### src/rtl/srb_pkg.sv
package srb_pkg;
    typedef enum logic [2:0] {
        RD_IDLE,
        RD_HIGH,
        RD_LOW,
        RD_WAIT,
        RD_HOST
    } rd_state_e;
endpackage

### src/rtl/srb_edge_sync.sv
module srb_edge_sync (
    input  logic clk,
    input  logic rst_n,
    input  logic pin_i,
    output logic fall_o
);
    typedef struct packed {
        logic [2:0] sh;
    } sync_t;

    sync_t s_d, s_q;

    always_comb begin
        s_d    = s_q;
        s_d.sh = {s_q.sh[1:0], pin_i};
    end

    always_ff @(posedge clk or negedge rst_n) begin
        if (!rst_n) s_q <= '{sh: 3'b111};
        else        s_q <= s_d;
    end

    // sh[1] is the synchronized level, sh[2] its previous value
    assign fall_o = s_q.sh[2] & ~s_q.sh[1];
endmodule

### src/rtl/srb_store.sv
module srb_store #(
    parameter int DEPTH = 16
) (
    input  logic clk,
    input  logic rst_n,
    input  logic clear_i,
    input  logic sync_hit_i,
    input  logic bit_i,
    input  logic valid_i,
    input  logic pop_i,
    output logic head_o,
    output logic empty_o,
    output logic full_o,
    output logic overflow_o,
    output logic armed_o
);
    localparam int AW = (DEPTH > 1) ? $clog2(DEPTH) : 1;
    localparam int CW = $clog2(DEPTH + 1);
    localparam logic [AW-1:0] LAST = AW'(DEPTH - 1);
    localparam logic [CW-1:0] FULL_CNT = CW'(DEPTH);

    typedef struct packed {
        logic [DEPTH-1:0] mem;
        logic [AW-1:0]    wr;
        logic [AW-1:0]    rd;
        logic [CW-1:0]    cnt;
        logic             armed;
        logic             ovf;
    } store_t;

    localparam store_t STORE_RST = '{mem: '0, wr: '0, rd: '0, cnt: '0, armed: 1'b0, ovf: 1'b0};

    store_t s_d, s_q;

    function automatic logic [AW-1:0] step(input logic [AW-1:0] p);
        return (p == LAST) ? '0 : p + 1'b1;
    endfunction

    logic wr_en, do_pop, is_full;

    always_comb begin
        s_d     = s_q;
        is_full = (s_q.cnt == FULL_CNT);
        wr_en   = valid_i && (s_q.armed || sync_hit_i);
        do_pop  = pop_i && (s_q.cnt != '0);

        if (sync_hit_i) s_d.armed = 1'b1;

        if (do_pop) s_d.rd = step(s_q.rd);

        if (wr_en) begin
            s_d.mem[s_q.wr] = bit_i;
            s_d.wr          = step(s_q.wr);
            if (is_full && !do_pop) begin
                s_d.rd  = step(s_q.rd);
                s_d.ovf = 1'b1;
            end else if (!do_pop) begin
                s_d.cnt = s_q.cnt + 1'b1;
            end
        end else if (do_pop) begin
            s_d.cnt = s_q.cnt - 1'b1;
        end

        if (clear_i) s_d = STORE_RST;
    end

    always_ff @(posedge clk or negedge rst_n) begin
        if (!rst_n) s_q <= STORE_RST;
        else        s_q <= s_d;
    end

    assign head_o     = s_q.mem[s_q.rd];
    assign empty_o    = (s_q.cnt == '0);
    assign full_o     = (s_q.cnt == FULL_CNT);
    assign overflow_o = s_q.ovf;
    assign armed_o    = s_q.armed;
endmodule

### src/rtl/srb_readout_ctrl.sv
module srb_readout_ctrl
    import srb_pkg::*;
#(
    parameter int MCLK_HALF       = 4,
    parameter int HANDOVER_CYCLES = 42000
) (
    input  logic clk,
    input  logic rst_n,
    input  logic clear_i,
    input  logic mode_slave_i,
    input  logic host_fall_i,
    input  logic empty_i,
    output logic pop_o,
    output logic clk_out_o,
    output logic clk_oe_o
);
    localparam int PW = (MCLK_HALF > 1) ? $clog2(MCLK_HALF) : 1;
    localparam int TW = $clog2(HANDOVER_CYCLES + 1);
    localparam logic [PW-1:0] PH_LAST = PW'(MCLK_HALF - 1);
    localparam logic [TW-1:0] T_LAST  = TW'(HANDOVER_CYCLES - 1);

    typedef struct packed {
        rd_state_e     st;
        logic [PW-1:0] ph;
        logic [TW-1:0] tmr;
        logic          forced;
    } ctrl_t;

    localparam ctrl_t CTRL_RST = '{st: RD_IDLE, ph: '0, tmr: '0, forced: 1'b0};

    ctrl_t c_d, c_q;
    logic  pop_c;

    always_comb begin
        c_d   = c_q;
        pop_c = 1'b0;

        if (!mode_slave_i) c_d.forced = 1'b0;

        unique case (c_q.st)
            RD_IDLE: begin
                if (mode_slave_i && !c_q.forced) begin
                    c_d.st  = RD_WAIT;
                    c_d.tmr = '0;
                end else if (!empty_i) begin
                    c_d.st = RD_HIGH;
                    c_d.ph = '0;
                end
            end
            RD_HIGH: begin
                if (c_q.ph == PH_LAST) begin
                    c_d.st = RD_LOW;
                    c_d.ph = '0;
                end else begin
                    c_d.ph = c_q.ph + 1'b1;
                end
            end
            RD_LOW: begin
                if (c_q.ph == PH_LAST) begin
                    pop_c  = 1'b1;
                    c_d.st = RD_IDLE;
                    c_d.ph = '0;
                end else begin
                    c_d.ph = c_q.ph + 1'b1;
                end
            end
            RD_WAIT: begin
                if (!mode_slave_i) begin
                    c_d.st = RD_IDLE;
                end else if (host_fall_i) begin
                    pop_c  = 1'b1;
                    c_d.st = RD_HOST;
                end else if ((c_q.tmr >= T_LAST) && !empty_i) begin
                    c_d.forced = 1'b1;
                    c_d.st     = RD_IDLE;
                end else if (c_q.tmr < T_LAST) begin
                    c_d.tmr = c_q.tmr + 1'b1;
                end
            end
            RD_HOST: begin
                if (!mode_slave_i)     c_d.st = RD_IDLE;
                else if (host_fall_i)  pop_c  = 1'b1;
            end
            default: c_d.st = RD_IDLE;
        endcase

        if (clear_i) begin
            pop_c = 1'b0;
            if (c_q.st == RD_HIGH || c_q.st == RD_LOW) begin
                c_d.st = RD_IDLE;
                c_d.ph = '0;
            end
        end
    end

    always_ff @(posedge clk or negedge rst_n) begin
        if (!rst_n) c_q <= CTRL_RST;
        else        c_q <= c_d;
    end

    assign pop_o     = pop_c;
    assign clk_out_o = (c_q.st == RD_HIGH);
    assign clk_oe_o  = (c_q.st == RD_IDLE) || (c_q.st == RD_HIGH) || (c_q.st == RD_LOW);
endmodule

### src/rtl/serial_readout_buffer.sv
module serial_readout_buffer #(
    parameter int DEPTH           = 16,
    parameter int MCLK_HALF       = 4,
    parameter int HANDOVER_CYCLES = 42000
) (
    input  logic clk,
    input  logic rst_n,
    input  logic buf_clear,
    input  logic bit_in,
    input  logic bit_valid,
    input  logic sync_hit,
    input  logic mode_slave,
    input  logic rdclk_in,
    output logic rdclk_out,
    output logic rdclk_oe,
    output logic rd_data,
    output logic ready_n,
    output logic overflow
);
    logic host_fall_w, pop_w, empty_w, full_w, armed_w;

    srb_edge_sync u_sync (
        .clk    (clk),
        .rst_n  (rst_n),
        .pin_i  (rdclk_in),
        .fall_o (host_fall_w)
    );

    srb_store #(.DEPTH(DEPTH)) u_store (
        .clk        (clk),
        .rst_n      (rst_n),
        .clear_i    (buf_clear),
        .sync_hit_i (sync_hit),
        .bit_i      (bit_in),
        .valid_i    (bit_valid),
        .pop_i      (pop_w),
        .head_o     (rd_data),
        .empty_o    (empty_w),
        .full_o     (full_w),
        .overflow_o (overflow),
        .armed_o    (armed_w)
    );

    srb_readout_ctrl #(
        .MCLK_HALF       (MCLK_HALF),
        .HANDOVER_CYCLES (HANDOVER_CYCLES)
    ) u_ctrl (
        .clk          (clk),
        .rst_n        (rst_n),
        .clear_i      (buf_clear),
        .mode_slave_i (mode_slave),
        .host_fall_i  (host_fall_w),
        .empty_i      (empty_w),
        .pop_o        (pop_w),
        .clk_out_o    (rdclk_out),
        .clk_oe_o     (rdclk_oe)
    );

    assign ready_n = empty_w;
endmodule

### config.mk
export PLATFORM = sky130hd
export DESIGN_NAME = serial_readout_buffer
export DESIGN_NICKNAME = d
export VERILOG_FILES = /design/src/rtl/srb_pkg.sv /design/src/rtl/srb_edge_sync.sv /design/src/rtl/srb_store.sv /design/src/rtl/srb_readout_ctrl.sv /design/src/rtl/serial_readout_buffer.sv
export SDC_FILE = /design/constraint.sdc
export NUM_CORES = 1
export LEC_CHECK = 0
export ABC_AREA = 1
export BUFFER_PORTS_ARGS = -buffer_cell sky130_fd_sc_hd__buf_4
export CORE_MARGIN = 2
export CORE_UTILIZATION = 30
export CTS_CLUSTER_DIAMETER = 120
export DETAILED_ROUTE_END_ITERATION = 12
export GPL_TIMING_DRIVEN = 0
export PLACE_DENSITY = 0.43
export SLEW_MARGIN = 5
export SYNTH_ARGS = -nofsm -noshare
export SYNTH_HDL_FRONTEND = slang
export SYNTH_HIERARCHICAL = 1
export SYNTH_SLANG_ARGS = --single-unit
### constraint.sdc
create_clock -name clk -period 1.7 [get_ports clk]
set_input_delay 0.085 -clock clk [delete_from_list [all_inputs] [get_ports clk]]
set_output_delay 0.085 -clock clk [all_outputs]
set_load 0.03 [all_outputs]
==> results.md, run 1 <==
- The number of port buffers is 12.
- At the worst endpoint, the required time is 1.62 ns.
- The clock-pin slew of the registers on the worst-case setup and hold paths is 0.08 ns.
- The worst register-to-register path has a depth of 11.
- For flop-to-flop paths, the worst setup slack is 0.07 ns.
- The endpoint of the worst hold-timing path is u_store/armed_o$_DFFE_PN0P_.
- The first global-routing pass estimated 16700 um of wire.
- The routability congestion estimate from global placement is 0.805.
- The data arrival time of the critical path is 1.55 ns.
- The total number of vias is 3506.
- The flow ran to the end, and the final reports show no timing, DRC or antenna violations.
- The worst register-to-register path begins at u_ctrl/c_q[20]$_DFF_PN0_.
- The depth of the worst hold-timing path is 3.
- The worst setup path is captured at an output pin.
- At the later pin of the worst-skew pair, clock insertion delay measures 0.30 ns.
- The floorplan has 40 rows.
- In the final layout, the share of cells above drive strength 1 is 21.0%.
- After layout, the minimum clock period comes to 1.64 ns.
- Adding up every negative setup slack in the final design gives 0 ns.
- The final layout contains routed wiring with a total length of 9870 um.
- The largest fanout of any net on the critical path is 9.
- Setup repair after global routing could not meet its margin everywhere.
- The cell at the root of the clock tree is sky130_fd_sc_hd__clkbuf_16.
- The detail route stage leaves a number of antenna-violating nets equal to 0.
- In this run the standard cell core region covers 0.0121 mm2.
- Global routing used 15.7% of the available tracks across all layers.
- The number of global-route vias before repair was 3263.
- The cell area that synthesis handed to floorplanning was 0.00375 mm2.
- IR analysis of the VDD net gives a maximum drop of 0.602 mV.
- The chip height is 116 um.
- The number of antenna violations at the first check in global routing is 0.
- Summed over all nets, the half-perimeter wirelength after detailed placement is 6970 um.
- In the finished design, the share of the clock period the worst path needs comes to 96.4%.
- TritonCTS built the clock tree.
- For this design the static power due to leakage is 2.16 nW.
- The worst hold path belongs to the class in2reg.
- The mean routed wirelength per cell is 13.4 um.
- In this run the most critical hold path is launched from sync_hit.
- A synthesized cell averages 7.06 um2.
- Setup violations remaining at the end of the flow were counted as 0.
- The number of diodes added for antenna fixing is 0.
- The net count after synthesis is 550.
- The capturing point of the worst reg2reg path is u_store/s_q[10]$_DFF_PN0_.
- Entering global routing, the biggest net connects 57 pins.
- Counting the buffers created by CTS gives 5.
- The starting density of the core is 31.0%.
- The clock sink total is 56.
- At the end of the flow the core is filled with cells to 37.3%.
- For this run, the detailed router's first-pass iteration total came to 4.
- The power density over the cells is 944 mW/mm2.
- The die area is 0.0134 mm2.
- Measured along the x axis, the die boundary spans 116 um.
- The final hold violation count came to 0.
- At the end of the flow, the number of nets in the layout was 586.
- The actual transition at the worst max-transition pin is 0.748 ns.
- The critical path start-end classification is reg2out.
- The completed layout was analyzed and its total power is 4.26 mW.
- The final number of max-transition violations is 0.
- The maximum buffer depth of the clock tree is 2.
- During synthesis, Yosys emitted a total of 6 warnings.
- The relative max-transition margin is 50.1%.
- The H-tree was split into 2 levels.
- The max-cap check violation count is 0.
- The maximum achievable frequency is 0.610 GHz.
- The via-per-instance ratio is 4.76.
- Relative to the synthesized area, the layout overhead comes to 20.4%.
- The number of remaining DRC errors is 0.
- Global routing finished with a remaining overflow of 0.
- The cell count after synthesis came out at 531.
- Across the routed clock network, the largest skew measured is 0.00378 ns.
- The worst setup path is launched from a flip-flop.
- After filler insertion, the fill cell instance count of the layout stands at 1325.
- The first routing iteration left 170 violations.
- Hold timing on the final database bottoms out at a slack of 0.0803 ns.
- The count of pins on the block boundary is 13.
==> layer usage <==
layer	up-vias	wire length, um	global-route usage (%)
met4	0	89	3.81
met3	6	261	2.41
met2	44	4360	24.2
met5	-	0	0
met1	1642	5160	23.2
li1	1814	-	-
==> sequential cells by signal, summed over array words and instances (netlist names) <==
name                cells
u_store/s_q            29
u_ctrl/c_q             22
u_sync/s_q              3
u_store/armed_o         1
u_store/overflow_o      1
==> power breakdown <==
part	switching, mW	internal, mW
Sequential	0.143	1.45
Clock	0.527	0.592
Combinational	0.966	0.587
Total	1.64	2.63
==> area by class of cell <==
class                      count  area [um2]  area share, %
clock buffer                   6         139           3.08
buffer                        12        93.8           2.08
timing repair buffer          31         241           5.35
tap                          168         210           4.66
sequential                    56        1410           31.3
clock inverter                 2        13.8          0.305
multi-input combinational    398        2170           48.0
inverter                      63         240           5.32
==> layout by cell type, fill, tap and decap left out, types with 5 or more instances in the layout <==
master and count:
sky130_fd_sc_hd__o21ai_1 10, sky130_fd_sc_hd__nand2_1 154, sky130_fd_sc_hd__nor2_1 50, sky130_fd_sc_hd__nand3_1 31
sky130_fd_sc_hd__a21oi_1 26, sky130_fd_sc_hd__nor2_2 7, sky130_fd_sc_hd__clkbuf_16 5, sky130_fd_sc_hd__o21ai_0 20
sky130_fd_sc_hd__or2_2 5, sky130_fd_sc_hd__inv_1 51, sky130_fd_sc_hd__dfrtp_1 48, sky130_fd_sc_hd__nor3_1 13
sky130_fd_sc_hd__dfrtp_2 5, sky130_fd_sc_hd__nand4_1 20, sky130_fd_sc_hd__inv_2 10, sky130_fd_sc_hd__buf_4 29
sky130_fd_sc_hd__nand2_4 8, sky130_fd_sc_hd__nor3_2 5, sky130_fd_sc_hd__ha_1 7
==> what timing repair did <==
action                                  4_1_cts  5_1_grt
resized for setup                            29       23
gates cloned                                  0        0
pin swaps                                    12       22
endpoints found under the hold margin        54        0
hold buffers                                  2        0
buffers inserted                              9        8
endpoints found under the setup margin       22       25
==> worst max-delay path, cell delays in order, from the launching register on <==
cell	delay, ns
sky130_fd_sc_hd__dfrtp_1	0.42
sky130_fd_sc_hd__clkinv_2	0.17
sky130_fd_sc_hd__o21ai_0	0.18
sky130_fd_sc_hd__o22ai_1	0.08
sky130_fd_sc_hd__o21ai_0	0.15
sky130_fd_sc_hd__nand2_1	0.08
sky130_fd_sc_hd__buf_4	0.17
==> stage by stage <==
stage / worst slack, ns / cell area (um2) / instances
after floorplan: -0.0344 / 3780 / 531
after global placement: -0.298 / 4080 / 711
after detailed placement: -0.314 / 4080 / 711
after CTS: -0.0309 / 4390 / 729
after global routing: -0.0797 / 4520 / 736
final: 0.0618 / 4520 / 736
==> worst max path at each step <==
stage                                      from                    endpoint  depth (start not counted)
finish                 u_store/s_q[7]$_DFF_PN0_                     rd_data                          6
global route           u_store/s_q[7]$_DFF_PN0_                     rd_data                          6
CTS                 u_store/armed_o$_DFFE_PN0P_  u_store/s_q[6]$_DFFE_PN0P_                         14
detailed placement      u_sync/s_q[2]$_DFF_PN1_  u_store/s_q[2]$_DFFE_PN0P_                         13
global placement        u_sync/s_q[2]$_DFF_PN1_  u_store/s_q[6]$_DFFE_PN0P_                         13
floorplan               u_sync/s_q[2]$_DFF_PN1_  u_store/s_q[2]$_DFFE_PN0P_                         13
Power figures use the tool's default switching activity.
==> run 2, diff against run 1 <==
PLACE_DENSITY = 0.41   (was 0.43)
REMOVE_ABC_BUFFERS = 1   (was unset)
clock period = 2.1 ns   (was 1.7 ns; I/O delays follow)
==> run 2 against run 1 <==
  * Non-clock buffer count down 28
  * Power down 22%
  * Critical endpoint unchanged
  * First-iteration DRC count down 12%
  * Register-to-register slack better by 0.16 ns
  * Die area unchanged
==> results.md, run 2 (same netlist as run 1, synthesis figures left out) <==
- The run finished with clean final reports.
- The total power consumption of the routed design is 3.32 mW (-22%).
- The startpoint identified for the worst hold timing path is sync_hit.
- The largest net degree at the start of global routing came to 57 (unchanged).
- The mean routed wirelength per cell is 13.3 um (-0.69%).
- The die span in x was 116 um (unchanged).
- The number of diodes added for antenna fixing is 0 (unchanged).
- The routed length on met1 was 4520 um (-12%).
- The filler cell count is 1342 (+1.3%).
- The met2 wire length is 4560 um (+4.7%).
- The number of flip-flops under the largest register name is 29 (unchanged).
- The area of the placeable core is 0.0121 mm2 (unchanged).
- The total routing usage reported by global routing came to 15.5% (-0.19 points).
- The setup skew after layout is 0.00726 ns (+0.00348 ns).
- The final hold slack is 0.0785 ns (-0.00184 ns).
- The cell leakage power is 2.02 nW (-6.7%).
- The type of origin of the critical path is a flip-flop.
- The number of antenna violations at the first check in global routing is 0 (unchanged).
- The chip height is 116 um (unchanged).
- The instance area after placement was 0.00395 mm2 (-3.0%).
- The kind of capture point of the worst setup path is an output pin.
- The HPWL after detailed placement is 6560 um (-5.9%).
- The violation count after the first detailed-route iteration is 149 (-12%).
- The final number of max-transition violations was 0 (unchanged).
- The critical path start-end classification is reg2out.
- The number of buffers added by the clock tree synthesis step was 5 (unchanged).
- The startpoint identified for the worst register-to-register timing path is u_sync/s_q[2]$_DFF_PN1_.
- For the finished layout, the period the worst path requires is 1.92 ns.
- The maximum buffer depth of the clock tree came to 2 (unchanged).
- The starting density of the core is 31.0% (unchanged).
- The top routing layer in use is met4.
- The clock latency on the worst-skew pair came to 0.30 ns (about the same).
- Setup repair after global routing left no endpoint under its margin.
- The amount of wire on met3 after detailed routing is 237 um (-9.2%).
- The count of pins on the block boundary is 13 (unchanged).
- The total congestion overflow came to 0 (unchanged).
- The routability congestion estimate from global placement is 0.800 (-0.70%).
- The worst vdd rail ir drop is 0.274 mV (-55%).
- The worst path uses 91.5% of the clock period.
- The total number of vias was 3329 (-5.0%).
- The relative max-transition margin is 49.3% (-0.77 points).
- The TritonCTS clock tree is yes.
- The max-cap check violation count came to 0 (unchanged).
- The clock-pin slew of the registers on the worst-case setup and hold paths is 0.07 ns (about the same).
- The H-tree depth came to 2 (unchanged).
- The number of nets with antenna violations after detailed routing is 0 (unchanged).
- The placed cell count came to 697 (-2.0%).
- The clock sink total came to 56 (unchanged).
- The final critical-path setup slack is 0.177 ns (+0.116 ns).
- The number of global-route vias before repair came to 3398 (+4.1%).
- The power density over the cells is 793 mW/mm2 (-16%).
- The type of the tightest min-delay check is in2reg.
- The largest registers in the layout are u_store/s_q: 29 flops, u_ctrl/c_q: 22 flops, u_sync/s_q: 3 flops.
- The critical path starts at u_store/s_q[7]$_DFF_PN0_.
- The number of remaining DRC errors was 0 (unchanged).
- The library cells used most frequently in the layout, excluding fill and tap cells, are 157 x sky130_fd_sc_hd__nand2_1, 57 x sky130_fd_sc_hd__nor2_1, 56 x sky130_fd_sc_hd__inv_1, 52 x sky130_fd_sc_hd__dfrtp_1, 33 x sky130_fd_sc_hd__nand3_1.
- The cell at the root of the clock tree is sky130_fd_sc_hd__clkbuf_16.
- The detailed-router iteration count before antenna repair came to 4 (unchanged).
- The required time at the worst-slack endpoint came to 2.00 ns (+0.38 ns).
- The data arrival time of the critical path is 1.82 ns (+0.27 ns).
- The wire length of the first global-routing pass is 16500 um (-0.91%).
- The number of port buffers is 12 (unchanged).
- The largest fanout of any net on the critical path came to 13 (+4).
- The via-per-instance ratio is 4.70 (-1.3%).
- The final-stage net count is 558 (-4.8%).
- u_store/s_q holds more flip-flops than any other register.
- The fraction of final layout cells sized beyond drive strength 1 is 11.7% (-9.3 points).
- The total wirelength of the detailed-routed design is 9430 um (-4.5%).
- The die area is 0.0134 mm2 (unchanged).
- The setup violation total in the final timing report is 0 (unchanged).
- The final hold violation count was 0 (unchanged).
- The cell row count came to 40 (unchanged).
- The most common cell after layout, fill and taps aside is sky130_fd_sc_hd__nand2_1.
- From synthesis to final layout, the design area changed by 11.5%.
- The actual transition at the worst max-transition pin is 0.760 ns (+0.0115 ns).
- The finished layout cell area came to 0.00418 mm2 (-7.4%).
- The number of standard cells in the layout, taps in and fillers out is 708 (-3.8%).
- The pre-CTS setup slack was -0.153 ns (+0.161 ns).
- The maximum achievable frequency is 0.520 GHz.
[run 2: cell types whose count changed in the layout (fill, tap and decap cells not counted), sizes merged]
cell      delta
buf         -23
inv          -2
clkbuf       -4
bufinv       +1
clkinvlp     +2
clkinv       -2
[run 2: area by class of cell]
type | instances | area (um2) | share of cell area (%)
multi-input combinational | 398 | 2020 | 48.3
sequential | 56 | 1410 | 33.6
inverter | 63 | 244 | 5.83
tap | 168 | 210 | 5.03
clock buffer | 7 | 153 | 3.65
timing repair buffer | 15 | 118 | 2.81
clock inverter | 1 | 30.0 | 0.718
[run 2: routing by layer]
metal	up-vias	global-route usage (%)
li1	1748	-
met1	1534	19.7
met2	39	26.7
met3	8	2.72
met4	0	5.48
met5	-	0
[run 2: path summary, 6_finish.rpt]
kind                            cells after the start                          end  slack (ns)
worst min-delay path                                3  u_store/armed_o$_DFFE_PN0P_        0.08
min in group asynchronous                           2    u_ctrl/c_q[3]$_DFFE_PN0P_        0.41
worst max-delay path                                6                      rd_data        0.18
worst max register to register                     12   u_store/s_q[3]$_DFFE_PN0P_        0.23
worst min register to register                      0      u_sync/s_q[1]$_DFF_PN1_        0.36
max in group asynchronous                           2     u_store/s_q[7]$_DFF_PN0_        1.15
[run 2: power by group]
group | internal [mW] | leakage (nW) | switching [mW] | total, mW
sequential | 1.17 | 0.756 | 0.0944 | 1.26
clock | 0.630 | 0.0901 | 0.424 | 1.05
combinational | 0.303 | 1.17 | 0.698 | 1.00
[run 2: timing repair]
action,4_1_cts,5_1_grt
endpoints found under the hold margin,54,0
gates resized for setup,3,3
pin swaps,0,0
setup endpoints to repair,10,8
buffers inserted,1,0
hold buffers,2,0
[run 2: critical path, cell delays in order, from the launching register on]
cell                         delay [ns]
sky130_fd_sc_hd__dfrtp_2           0.54
sky130_fd_sc_hd__clkinvlp_4        0.26
sky130_fd_sc_hd__o21ai_0           0.20
sky130_fd_sc_hd__o22ai_1           0.09
sky130_fd_sc_hd__o21ai_0           0.15
sky130_fd_sc_hd__nand2_1           0.09
sky130_fd_sc_hd__buf_4             0.17
[run 2: per-stage QoR]
stage,TNS [ns],utilization [%]
floorplan,0,-
global placement,-0.893,32.6
detailed placement,-0.989,32.6
CTS,0,34.4
global route,0,34.5
finish,0,34.5
==> run 3, diff against run 2 <==
CORE_UTILIZATION = 25   (was 30)
PLACE_DENSITY = 0.36   (was 0.41)
==> run 3 against run 2 <==
  * Die area increased by 19%
  * Clock skew increased by 0.0021 ns
  * Final area decreased by 0.36%
  * Combinational power about the same
  * Count of clock-buffer cells in the layout decreased by 2
  * Fmax decreased by 0.11%
  * Sequential cell count unchanged
  * Critical path type unchanged
==> results.md, run 3 (same netlist as run 1, synthesis figures left out) <==
- The cell leakage power is 2.00 nW (-0.95%).
- The starting density of the core came to 25.7% (-5.3 points).
- The area added between synthesis and finish is 11.1%.
- The number of remaining DRC errors was 0 (unchanged).
- The number of flip-flops under the largest register name was 29 (unchanged).
- The final period utilization is 91.6% (+0.097 points).
- The core occupancy in the finished layout came to 28.6% (-6.0 points).
- The number of port buffers came to 12 (unchanged).
- The cell row count is 44 (+10%).
- Setup repair after global routing left no endpoint under its margin.
- The total number of vias is 3379 (+1.5%).
- The area occupied by multi-input gates is 0.00202 mm2 (unchanged).
- The setup skew after layout is 0.00939 ns (+0.00212 ns).
- The maximum achievable frequency is 0.520 GHz (-0.11%).
- The number of nets with antenna violations after detailed routing is 0 (unchanged).
- The power density over the cells was 761 mW/mm2 (-4.0%).
- In this run the clock root is driven by a sky130_fd_sc_hd__clkbuf_16.
- The number of antenna violations at the first check in global routing was 0 (unchanged).
- TritonCTS built the clock tree.
- The largest fanout of any net on the critical path came to 13 (unchanged).
- The number of diodes added for antenna fixing is 0 (unchanged).
- The via-per-instance ratio came to 4.67 (-0.74%).
- The worst vdd rail ir drop is 0.373 mV (+36%).
- The detailed-router iteration count before antenna repair is 5 (+1).
- The final hold violation count is 0 (unchanged).
- The minimum clock period is 1.92 ns (+0.00205 ns).
- The violation count after the first detailed-route iteration is 183 (+23%).
- The flow ran to the end, and the final reports show no timing, DRC or antenna violations.
- The depth of the worst hold-timing path is 3 (unchanged).
- STA classifies the critical path startpoint as a flip-flop.
- The fraction of final layout cells sized beyond drive strength 1 is 11.7% (unchanged).
- The number of cells traversed by the worst register-to-register path is 7 (-5).
- The area of the placeable core came to 0.0146 mm2 (+20%).
- The final number of max-transition violations is 0 (unchanged).
- The type of the tightest min-delay check is in2reg.
- STA classifies the critical path endpoint as an output pin.
- The worst register-to-register path begins at u_ctrl/c_q[13]$_DFFE_PN0P_.
- The count of pins on the block boundary came to 13 (unchanged).
- The wire length of the first global-routing pass came to 17000 um (+3.2%).
- Leaving out fill and tap cells, the most frequent cells in the layout are 157 x sky130_fd_sc_hd__nand2_1, 57 x sky130_fd_sc_hd__nor2_1, 56 x sky130_fd_sc_hd__inv_1, 52 x sky130_fd_sc_hd__dfrtp_1, 33 x sky130_fd_sc_hd__nand3_1.
- The startpoint identified for the worst hold timing path is sync_hit.
- The routability congestion estimate from global placement came to 0.796 (-0.51%).
- The die area is 0.0160 mm2 (+19%).
- The H-tree depth was 2 (unchanged).
- The number of global-route vias before repair was 3343 (-1.6%).
- The mean routed wirelength per cell is 13.6 um (+1.8%).
- The HPWL after detailed placement is 6760 um (+3.1%).
- The met1 capacity usage during global routing is 17.1% (-2.6 points).
- The worst setup path startpoint is u_store/s_q[7]$_DFF_PN0_.
- The minimum setup slack among reg-to-reg paths is 0.21 ns (-0.02 ns).
- The endpoint of the worst hold-timing path is u_store/armed_o$_DFFE_PN0P_.
- The global routing met2 resource utilization is 22.0% (-4.7 points).
- The clock-pin slew of the registers on the worst-case setup and hold paths is 0.08 ns (about the same).
- The number of buffers added by the clock tree synthesis step is 5 (unchanged).
- The filler cell count is 1565 (+17%).
- The final-stage net count is 558 (unchanged).
- The critical path start-end classification is reg2out.
- The setup violation total in the final timing report is 0 (unchanged).
- The required time at the worst-slack endpoint is 2.00 ns (about the same).
- The register containing the most flip-flops in the final layout is u_store/s_q.
- The chip height is 126 um (+9.2%).
- The maximum buffer depth of the clock tree came to 2 (unchanged).
- The global routing usage on met3 came to 2.53% (-0.19 points).
- The total wirelength of the detailed-routed design is 9820 um (+4.1%).
- The most utilized layer in the global route result is met2.
- The data arrival time of the critical path was 1.82 ns (about the same).
- The capturing point of the worst reg2reg path is u_ctrl/c_q[4]$_DFFE_PN0P_.
- The clock sink total is 56 (unchanged).
- The total routing usage reported by global routing is 13.3% (-2.3 points).
- The final hold slack is 0.0724 ns (-0.00605 ns).
- Leaving out fill and tap cells, the most frequent cell in the layout is sky130_fd_sc_hd__nand2_1.
- The largest net degree at the start of global routing was 57 (unchanged).
- The max-cap check violation count is 0 (unchanged).
- The relative max-transition margin is 48.9% (-0.41 points).
- In the final layout, the registers with the most flip-flops are u_store/s_q: 29 flops, u_ctrl/c_q: 22 flops, u_sync/s_q: 3 flops.
- The area of all sequential standard cells is 0.00141 mm2 (unchanged).
- The clock latency on the worst-skew pair is 0.31 ns (about the same).
- The actual transition at the worst max-transition pin was 0.766 ns (+0.00622 ns).
- The die span in x is 126 um (+9.2%).
- The total congestion overflow is 0 (unchanged).
==> run 3: cell types whose count changed in the layout (fill, tap and decap cells not counted), sizes merged <==
cell,change
bufinv,-1
clkbuf,-2
clkinv,+1
inv,+2
==> run 3: through the flow <==
stage	TNS [ns]	instance area [um2]	instances	setup WS, ns	power (mW)
floorplan	0	3650	517	0.182	1.98
finish	0	4170	724	0.175	3.17
CTS	0	4160	724	0.103	3.24
global placement	-1.08	3970	713	-0.151	2.30
detailed placement	-0.917	3970	713	-0.134	2.29
global route	0	4170	724	0.0113	3.42
==> run 3: repair_timing <==
item	4_1_cts	5_1_grt
resized for setup	4	1
endpoints found under the setup margin	9	6
endpoints found under the hold margin	54	0
hold buffers	2	0
setup buffers	1	0
==> run 3: cell type report <==
| type | count | share of cell area, % |
|---|---|---|
| Tap cell | 184 | 5.52 |
| Multi-Input combinational cell | 398 | 48.5 |
| Clock inverter | 3 | 0.600 |
| Sequential cell | 56 | 33.7 |
| Inverter | 63 | 5.79 |
| Timing Repair Buffer | 15 | 2.82 |
| Clock buffer | 5 | 3.00 |
==> run 3: worst max-delay path by stage <==
stage	to	slack, ns	depth (start not counted)
after global routing	u_store/s_q[6]$_DFFE_PN0P_	0.01	12
final	rd_data	0.18	6
after floorplan	u_store/s_q[3]$_DFFE_PN0P_	0.18	10
after detailed placement	u_store/s_q[9]$_DFF_PN0_	-0.13	11
after CTS	rd_data	0.10	6
after global placement	u_store/s_q[3]$_DFFE_PN0P_	-0.15	12
==> run 3: where the power goes <==
part	switching, mW	internal, mW
clock	0.454	0.453
combinational	0.699	0.304
sequential	0.0945	1.17
==> run 3: routing by layer <==
metal	part of all wire, %	wire length (um)
met1	48	4670
met4	1.9	184
met3	3.7	359
met2	47	4600
met5	0	0
==> run 3: critical path, stage by stage, from the launching register on <==
cell,delay (ns)
sky130_fd_sc_hd__dfrtp_2,0.53
sky130_fd_sc_hd__clkinv_2,0.21
sky130_fd_sc_hd__o21ai_0,0.23
sky130_fd_sc_hd__o22ai_1,0.10
sky130_fd_sc_hd__o21ai_0,0.17
sky130_fd_sc_hd__nand2_1,0.09
sky130_fd_sc_hd__buf_4,0.17
